**src/rtl/vcap_status_pkg.sv**
```systemverilog
// Package: register offsets and status-word bit positions shared by the
// capture status block and its checker. Assumes byte addressing with 32-bit
// registers.
package vcap_status_pkg;
    localparam int REG_AW   = 8;
    localparam int REG_DW   = 32;
    localparam logic [REG_AW-1:0] STATUS_OFS = 8'h08;
    localparam logic [REG_AW-1:0] BASE_OFS   = 8'h10;
    localparam int CNT_LSB  = 24;
    localparam int FPE_LSB  = 20;
    localparam int DEC_BIT  = 18;
    localparam int SYNC_BIT = 17;
    localparam int PEND_BIT = 16;
    localparam int NUM_FIFO = 3;
endpackage

```
**src/rtl/vcap_base_shadow.sv**
```systemverilog
// Module: staging/active pairs for the frame buffer base addresses.
// Each write lands in staging and marks the entry pending. A start-of-frame
// pulse copies pending entries to active. A write in the same cycle as
// start-of-frame wins the pending bit, so its value waits for the next event.
// Assumes wr_en is already address-decoded and one-hot or zero.
module vcap_base_shadow #(
    parameter int NUM_BASES = 4,
    parameter int BASE_W    = 32
) (
    input  logic                        clk,
    input  logic                        rst_n,
    input  logic [NUM_BASES-1:0]        wr_en,
    input  logic [BASE_W-1:0]           wdata,
    input  logic                        sof,
    output logic [NUM_BASES*BASE_W-1:0] staged_flat,
    output logic [NUM_BASES*BASE_W-1:0] active_flat,
    output logic [NUM_BASES-1:0]        pending
);
    for (genvar g = 0; g < NUM_BASES; g++) begin : g_base
        logic [BASE_W-1:0] stage_q;
        logic [BASE_W-1:0] active_q;
        logic              pend_q;

        // Staging copy follows software writes.
        always_ff @(posedge clk) begin
            if (!rst_n)       stage_q <= '0;
            else if (wr_en[g]) stage_q <= wdata;
        end

        // Pending bit: set by a write, cleared by start-of-frame.
        always_ff @(posedge clk) begin
            if (!rst_n)        pend_q <= 1'b0;
            else if (wr_en[g]) pend_q <= 1'b1;
            else if (sof)      pend_q <= 1'b0;
        end

        // Active copy loads the pre-write staging value at start-of-frame.
        always_ff @(posedge clk) begin
            if (!rst_n)            active_q <= '0;
            else if (sof && pend_q) active_q <= stage_q;
        end

        assign staged_flat[g*BASE_W +: BASE_W] = stage_q;
        assign active_flat[g*BASE_W +: BASE_W] = active_q;
        assign pending[g] = pend_q;
    end
endmodule

```
**src/rtl/vcap_pkt_counter.sv**
```systemverilog
// Module: saturating up/down packet counter.
// Increment and decrement in the same cycle cancel. Saturates at all-ones
// and at zero. Assumes both inputs are single-cycle strobes.
module vcap_pkt_counter #(
    parameter int CNT_W = 8
) (
    input  logic             clk,
    input  logic             rst_n,
    input  logic             inc,
    input  logic             dec,
    output logic [CNT_W-1:0] count
);
    localparam logic [CNT_W-1:0] CNT_MAX = {CNT_W{1'b1}};

    // Counter update with saturation at both ends.
    always_ff @(posedge clk) begin
        if (!rst_n)
            count <= '0;
        else if (inc && !dec && count != CNT_MAX)
            count <= count + 1'b1;
        else if (dec && !inc && count != '0)
            count <= count - 1'b1;
    end
endmodule

```
**src/rtl/vcap_sync_pulse.sv**
```systemverilog
// Module: fixed-width pulse generator for the sync pin.
// A start request while idle drives the output high for PULSE_LEN cycles.
// Requests made during a pulse are dropped. Assumes PULSE_LEN >= 2.
module vcap_sync_pulse #(
    parameter int PULSE_LEN = 32
) (
    input  logic clk,
    input  logic rst_n,
    input  logic start,
    output logic pulse
);
    localparam int CW = $clog2(PULSE_LEN);
    localparam logic [CW-1:0] LAST = CW'(PULSE_LEN - 1);

    logic [CW-1:0] left_q;

    // Busy flag and remaining-cycle counter.
    always_ff @(posedge clk) begin
        if (!rst_n) begin
            pulse  <= 1'b0;
            left_q <= '0;
        end else if (!pulse) begin
            if (start) begin
                pulse  <= 1'b1;
                left_q <= LAST;
            end
        end else if (left_q == '0) begin
            pulse <= 1'b0;
        end else begin
            left_q <= left_q - 1'b1;
        end
    end
endmodule

```
**src/rtl/vcap_status.sv**
```systemverilog
// Module: capture-port status word and frame-synchronous base update.
// Decodes the register port, detects start-of-frame as a rising vblank edge
// (odd field only when interlaced), samples the FIFO error flags at each
// event and pulses irq on newly set flags. Assumes vblank, field_odd and
// fifo_misalign are already synchronous to clk.
module vcap_status
    import vcap_status_pkg::*;
#(
    parameter int NUM_BASES = 4,
    parameter int BASE_W    = 32,
    parameter int CNT_W     = 8,
    parameter int SYNC_LEN  = 32
) (
    input  logic                        clk,
    input  logic                        rst_n,
    input  logic                        reg_wen,
    input  logic [REG_AW-1:0]           reg_addr,
    input  logic [REG_DW-1:0]           reg_wdata,
    output logic [REG_DW-1:0]           reg_rdata,
    input  logic                        interlaced,
    input  logic                        field_odd,
    input  logic                        vblank,
    input  logic                        vbi_en,
    input  logic                        pkt_rcvd,
    input  logic [NUM_FIFO-1:0]         fifo_misalign,
    output logic [NUM_BASES*BASE_W-1:0] active_base,
    output logic                        irq,
    output logic                        sync_out
);
    logic                        stat_wr;
    logic                        dec_req;
    logic                        sync_req;
    logic [NUM_BASES-1:0]        base_wr;
    logic                        vblank_q;
    logic                        sof_evt;
    logic [NUM_FIFO-1:0]         fpe_q;
    logic [NUM_FIFO-1:0]         fpe_next;
    logic [NUM_BASES-1:0]        pending;
    logic                        brnu;
    logic [CNT_W-1:0]            pkt_cnt;
    logic [NUM_BASES*BASE_W-1:0] staged;
    logic [REG_DW-1:0]           status_word;

    assign stat_wr  = reg_wen && (reg_addr == STATUS_OFS);
    assign dec_req  = stat_wr && reg_wdata[DEC_BIT];
    assign sync_req = stat_wr && reg_wdata[SYNC_BIT];

    // Base register address decode.
    always_comb begin
        for (int i = 0; i < NUM_BASES; i++)
            base_wr[i] = reg_wen && (reg_addr == BASE_OFS + REG_AW'(4 * i));
    end

    // Blanking edge history for start-of-frame detection.
    always_ff @(posedge clk) begin
        if (!rst_n) vblank_q <= 1'b0;
        else        vblank_q <= vblank;
    end

    assign sof_evt  = vblank && !vblank_q && (!interlaced || field_odd);
    assign fpe_next = vbi_en ? '0 : fifo_misalign;

    // Error flags reload at each event; irq marks newly set flags.
    always_ff @(posedge clk) begin
        if (!rst_n) begin
            fpe_q <= '0;
            irq   <= 1'b0;
        end else begin
            irq <= sof_evt && |(fpe_next & ~fpe_q);
            if (sof_evt) fpe_q <= fpe_next;
        end
    end

    vcap_base_shadow #(.NUM_BASES(NUM_BASES), .BASE_W(BASE_W)) u_shadow (
        .clk         (clk),
        .rst_n       (rst_n),
        .wr_en       (base_wr),
        .wdata       (reg_wdata[BASE_W-1:0]),
        .sof         (sof_evt),
        .staged_flat (staged),
        .active_flat (active_base),
        .pending     (pending)
    );

    vcap_pkt_counter #(.CNT_W(CNT_W)) u_cnt (
        .clk   (clk),
        .rst_n (rst_n),
        .inc   (pkt_rcvd),
        .dec   (dec_req),
        .count (pkt_cnt)
    );

    vcap_sync_pulse #(.PULSE_LEN(SYNC_LEN)) u_sync (
        .clk   (clk),
        .rst_n (rst_n),
        .start (sync_req),
        .pulse (sync_out)
    );

    assign brnu = |pending;

    // Status word assembly; strobes and reserved bits read 0.
    always_comb begin
        status_word = '0;
        status_word[CNT_LSB +: CNT_W]    = pkt_cnt;
        status_word[FPE_LSB +: NUM_FIFO] = fpe_q;
        status_word[PEND_BIT]            = brnu;
    end

    // Read multiplexer.
    always_comb begin
        reg_rdata = '0;
        if (reg_addr == STATUS_OFS) reg_rdata = status_word;
        for (int i = 0; i < NUM_BASES; i++)
            if (reg_addr == BASE_OFS + REG_AW'(4 * i))
                reg_rdata = REG_DW'(staged[i*BASE_W +: BASE_W]);
    end
endmodule

```
**config.mk**
```make
export PLATFORM = sky130hd
export DESIGN_NAME = vcap_status
export DESIGN_NICKNAME = d
export VERILOG_FILES = /design/src/rtl/vcap_status_pkg.sv /design/src/rtl/vcap_base_shadow.sv /design/src/rtl/vcap_pkt_counter.sv /design/src/rtl/vcap_sync_pulse.sv /design/src/rtl/vcap_status.sv
export SDC_FILE = /design/constraint.sdc
export NUM_CORES = 1
export LEC_CHECK = 0
export ABC_AREA = 1
export BUFFER_PORTS_ARGS = -buffer_cell sky130_fd_sc_hd__buf_2
export CAP_MARGIN = 20
export CORE_MARGIN = 4
export CORE_UTILIZATION = 55
export DETAILED_ROUTE_END_ITERATION = 8
export MAX_ROUTING_LAYER = met4
export PLACE_DENSITY = 0.89
export SLEW_MARGIN = 5
export SYNTH_ARGS = -nofsm -noshare
export SYNTH_HDL_FRONTEND = slang
export SYNTH_SLANG_ARGS = --single-unit
```
**constraint.sdc**
```tcl
create_clock -name clk -period 2.6 [get_ports clk]
set_input_delay 0.39 -clock clk [delete_from_list [all_inputs] [get_ports clk]]
set_output_delay 0.39 -clock clk [all_outputs]
set_load 0.01 [all_outputs]
```
==> impl_metrics.json <==
{
  "outcome": "finished, violations left",
  "violations": "design-rule violations",
  "cp.arrival_ns": 2.76,
  "yosysUniqueCellTypes": 36,
  "final_hold_viol_count": 0,
  "finalCritPeriodShare_pct": 89.6,
  "fin_ws_ns": 0.271,
  "yosysWarningCount": 0,
  "ctsHoldBuffers": 0,
  "drive_gt1_share_pct": 19.1,
  "initial_core_util_pct": 55.8,
  "drv_cap": 0,
  "ys.flop_type": "dfxtp_1",
  "synth_top_area_share_pct": 49.6,
  "die_w_um": 151,
  "row_count": 52,
  "syn_inst": 1496,
  "cp_data_required_time_ns": 3.03,
  "tightest_slew_ns": 0.814,
  "final_cell_mix": "nand2_1, dfxtp_1, a21oi_1",
  "fin_crit_ns": 2.33,
  "end_kind": "register",
  "cts_root_buf": "clkbuf_16",
  "ios": 213,
  "synth_nets": 1556,
  "ant_nets": 0,
  "synth_largest_area_cell": "dfxtp_1",
  "clkLatencyLatePin_ns": 0.54,
  "synth-edff-count": 0,
  "clk_pin_slew_ns": 0.06,
  "rsz0062_at_grt": "false",
  "post_cts_buffers": 0,
  "grt_pass1_wl_um": 57400,
  "synth_area_leaders": "dfxtp_1, a21oi_1, nand2_1",
  "start_kind": "register",
  "hold_path_class": "input port to register",
  "area_growth_pct": 19.6,
  "cts_made_buffers": 28,
  "vdd_drop_max_mv": 0.579,
  "detailed_place.area_mm2": 0.0126,
  "cts.htree.levels": 1,
  "crit_type": "register to register",
  "core_area_mm2": 0.0202,
  "final_common_cell": "nand2_1",
  "fin_nets": 1729,
  "max_freq_mhz": 429,
  "syn_area_mm2": 0.0113,
  "routabilityCongestion": 0.926,
  "grtUsageTotal_pct": 32.2,
  "grt_max_degree": 74,
  "relSlewSlack_pct": 45.7,
  "async_flop_share_pct": 0,
  "antenna_found_initial": 3,
  "portBuffers": 212,
  "vias_per_cell": 5.95,
  "cts_tree": "yes",
  "route.detailed.drc": 1,
  "dp_hpwl_um": 25300,
  "die_area_mm2": 0.0228,
  "die_y_um": 151,
  "cts.sinks": 279,
  "cts.repair.resized": 0,
  "vias": 11700,
  "grt_pass1_vias": 10800,
  "path_max_fanout": 5,
  "finalSetupViolCount": 0,
  "skew_ns": 0.0154,
  "drt_iter0_drc": 1255,
  "final_area_mm2": 0.0135,
  "p_per_area_mw_per_mm2": 642,
  "maxSlewViolCount": 0,
  "setup_tns_ns": 0,
  "postSynthAreaPerCell_um2": 7.52,
  "wirelength_um": 37100,
  "utilization_pct": 66.8,
  "gr-total-overflow": 0,
  "avgRoutedWirePerCell_um": 18.9,
  "synth_seq_cells": 279,
  "leakagePower_nw": 5.33,
  "dr.pass1.iters": 7,
  "dp_slack_ns": 0.132,
  "ys_seq_area_share_pct": 49.6,
  "cts_buffer_depth": 3
}
==> critical path, stage by stage (launching register included) <==
cell	delay (ns)
dfxtp_1	0.36
nand2_1	0.08
nor2_1	0.04
a21boi_0	0.30
nand2_2	0.11
ha_1	0.33
or2_2	0.30
nand2_1	0.13
nor2_1	0.06
nor2_1	0.14
nand3_1	0.12
nand3_1	0.10
nand2_1	0.05
inv_1	0.06
nor2_2	0.04
==> cell families (layout without fill, tap and decap cells) <==
group / after synthesis / count (layout) / synth area share [%]
compound gates: 386 / 386 / 18.2
xor+xnor: 7 / 7 / 0.545
fa+ha+maj: 9 / 9 / 1.07
flops: 279 / 279 / 49.6
simple gates: 625 / 625 / 23.6
other cells: 0 / 4 / 0
buf+inv: 190 / 381 / 6.91
==> cell type report <==
type | count | area, um2
fill | 1622 | 6700
tap | 270 | 338
inverter | 76 | 290
antenna | 4 | 10.0
clock buffer | 39 | 792
sequential | 279 | 5590
timing repair buffer | 257 | 1460
multi-input combinational | 1027 | 4900
clock inverter | 9 | 87.6
==> worst paths after layout <==
kind,startpoint,to,slack [ns],cells after the start
worst max-delay path,u_cnt.count[2]$_SDFFE_PN0P_,u_cnt.count[7]$_SDFFE_PN0P_,0.27,14
worst min-delay path,vblank,vblank_q$_SDFF_PN0_,0.05,3
worst max register to register,u_cnt.count[2]$_SDFFE_PN0P_,u_cnt.count[7]$_SDFFE_PN0P_,0.27,14
worst min register to register,u_shadow.g_base[1].active_q[26]$_SDFFE_PN0P_,u_shadow.g_base[1].active_q[26]$_SDFFE_PN0P_,0.46,2
==> cells in the mapped netlist, types with 3 or more instances <==
master,n
inv_2,6
inv_1,70
o2111ai_1,18
nand3_1,178
a31oi_1,3
o211ai_1,13
xor2_1,6
buf_4,5
buf_1,9
nor3_1,3
o21ai_1,13
nor2_2,4
buf_2,19
a21oi_1,266
o22ai_1,3
nor2_1,69
nand4_1,3
buf_6,3
nand2_1,354
nand2_2,6
ha_1,8
dfxtp_1,279
o21ai_0,65
clkbuf_1,78
==> report_power, final <==
part           leakage, nW  switching, mW  internal (mW)
clock network        0.433           1.66           2.22
logic                 2.65          0.317          0.139
registers             2.25         0.0149           4.30
total                 5.33           1.99           6.65
==> stage by stage <==
| stage | cells | total power [mW] | hold WS (ns) |
|---|---|---|---|
| 6_report | 1961 | 8.64 | 0.0525 |
| 5_1_grt | 1960 | 8.88 | 0.0880 |
| 4_1_cts | 1957 | 8.63 | 0.0464 |
| 3_5_place_dp | 1909 | 4.85 | 0.449 |
| 3_3_place_gp | 1909 | 4.85 | 0.446 |
| 2_1_floorplan | 1496 | 4.67 | 0.439 |
==> flip-flops by register name (all words and copies together) (netlist names) <==
| signal | cells |
|---|---|
| fpe_q | 3 |
| irq | 1 |
| u_cnt.count | 8 |
| u_shadow.g_base.active_q | 128 |
| u_shadow.g_base.pend_q | 4 |
| u_shadow.g_base.stage_q | 128 |
| u_sync.left_q | 5 |
| u_sync.pulse | 1 |
| vblank_q | 1 |
==> metal layers <==
| layer | vias to the layer above | track usage (%) | routed length, um |
|---|---|---|---|
| met5 | - | - | 0 |
| met4 | 0 | 13.4 | 1390 |
| met3 | 119 | 5.09 | 4000 |
| met2 | 748 | 48.0 | 16600 |
| met1 | 5447 | 43.9 | 15100 |
| li1 | 5349 | - | - |
(Power assumes the default switching activity.)
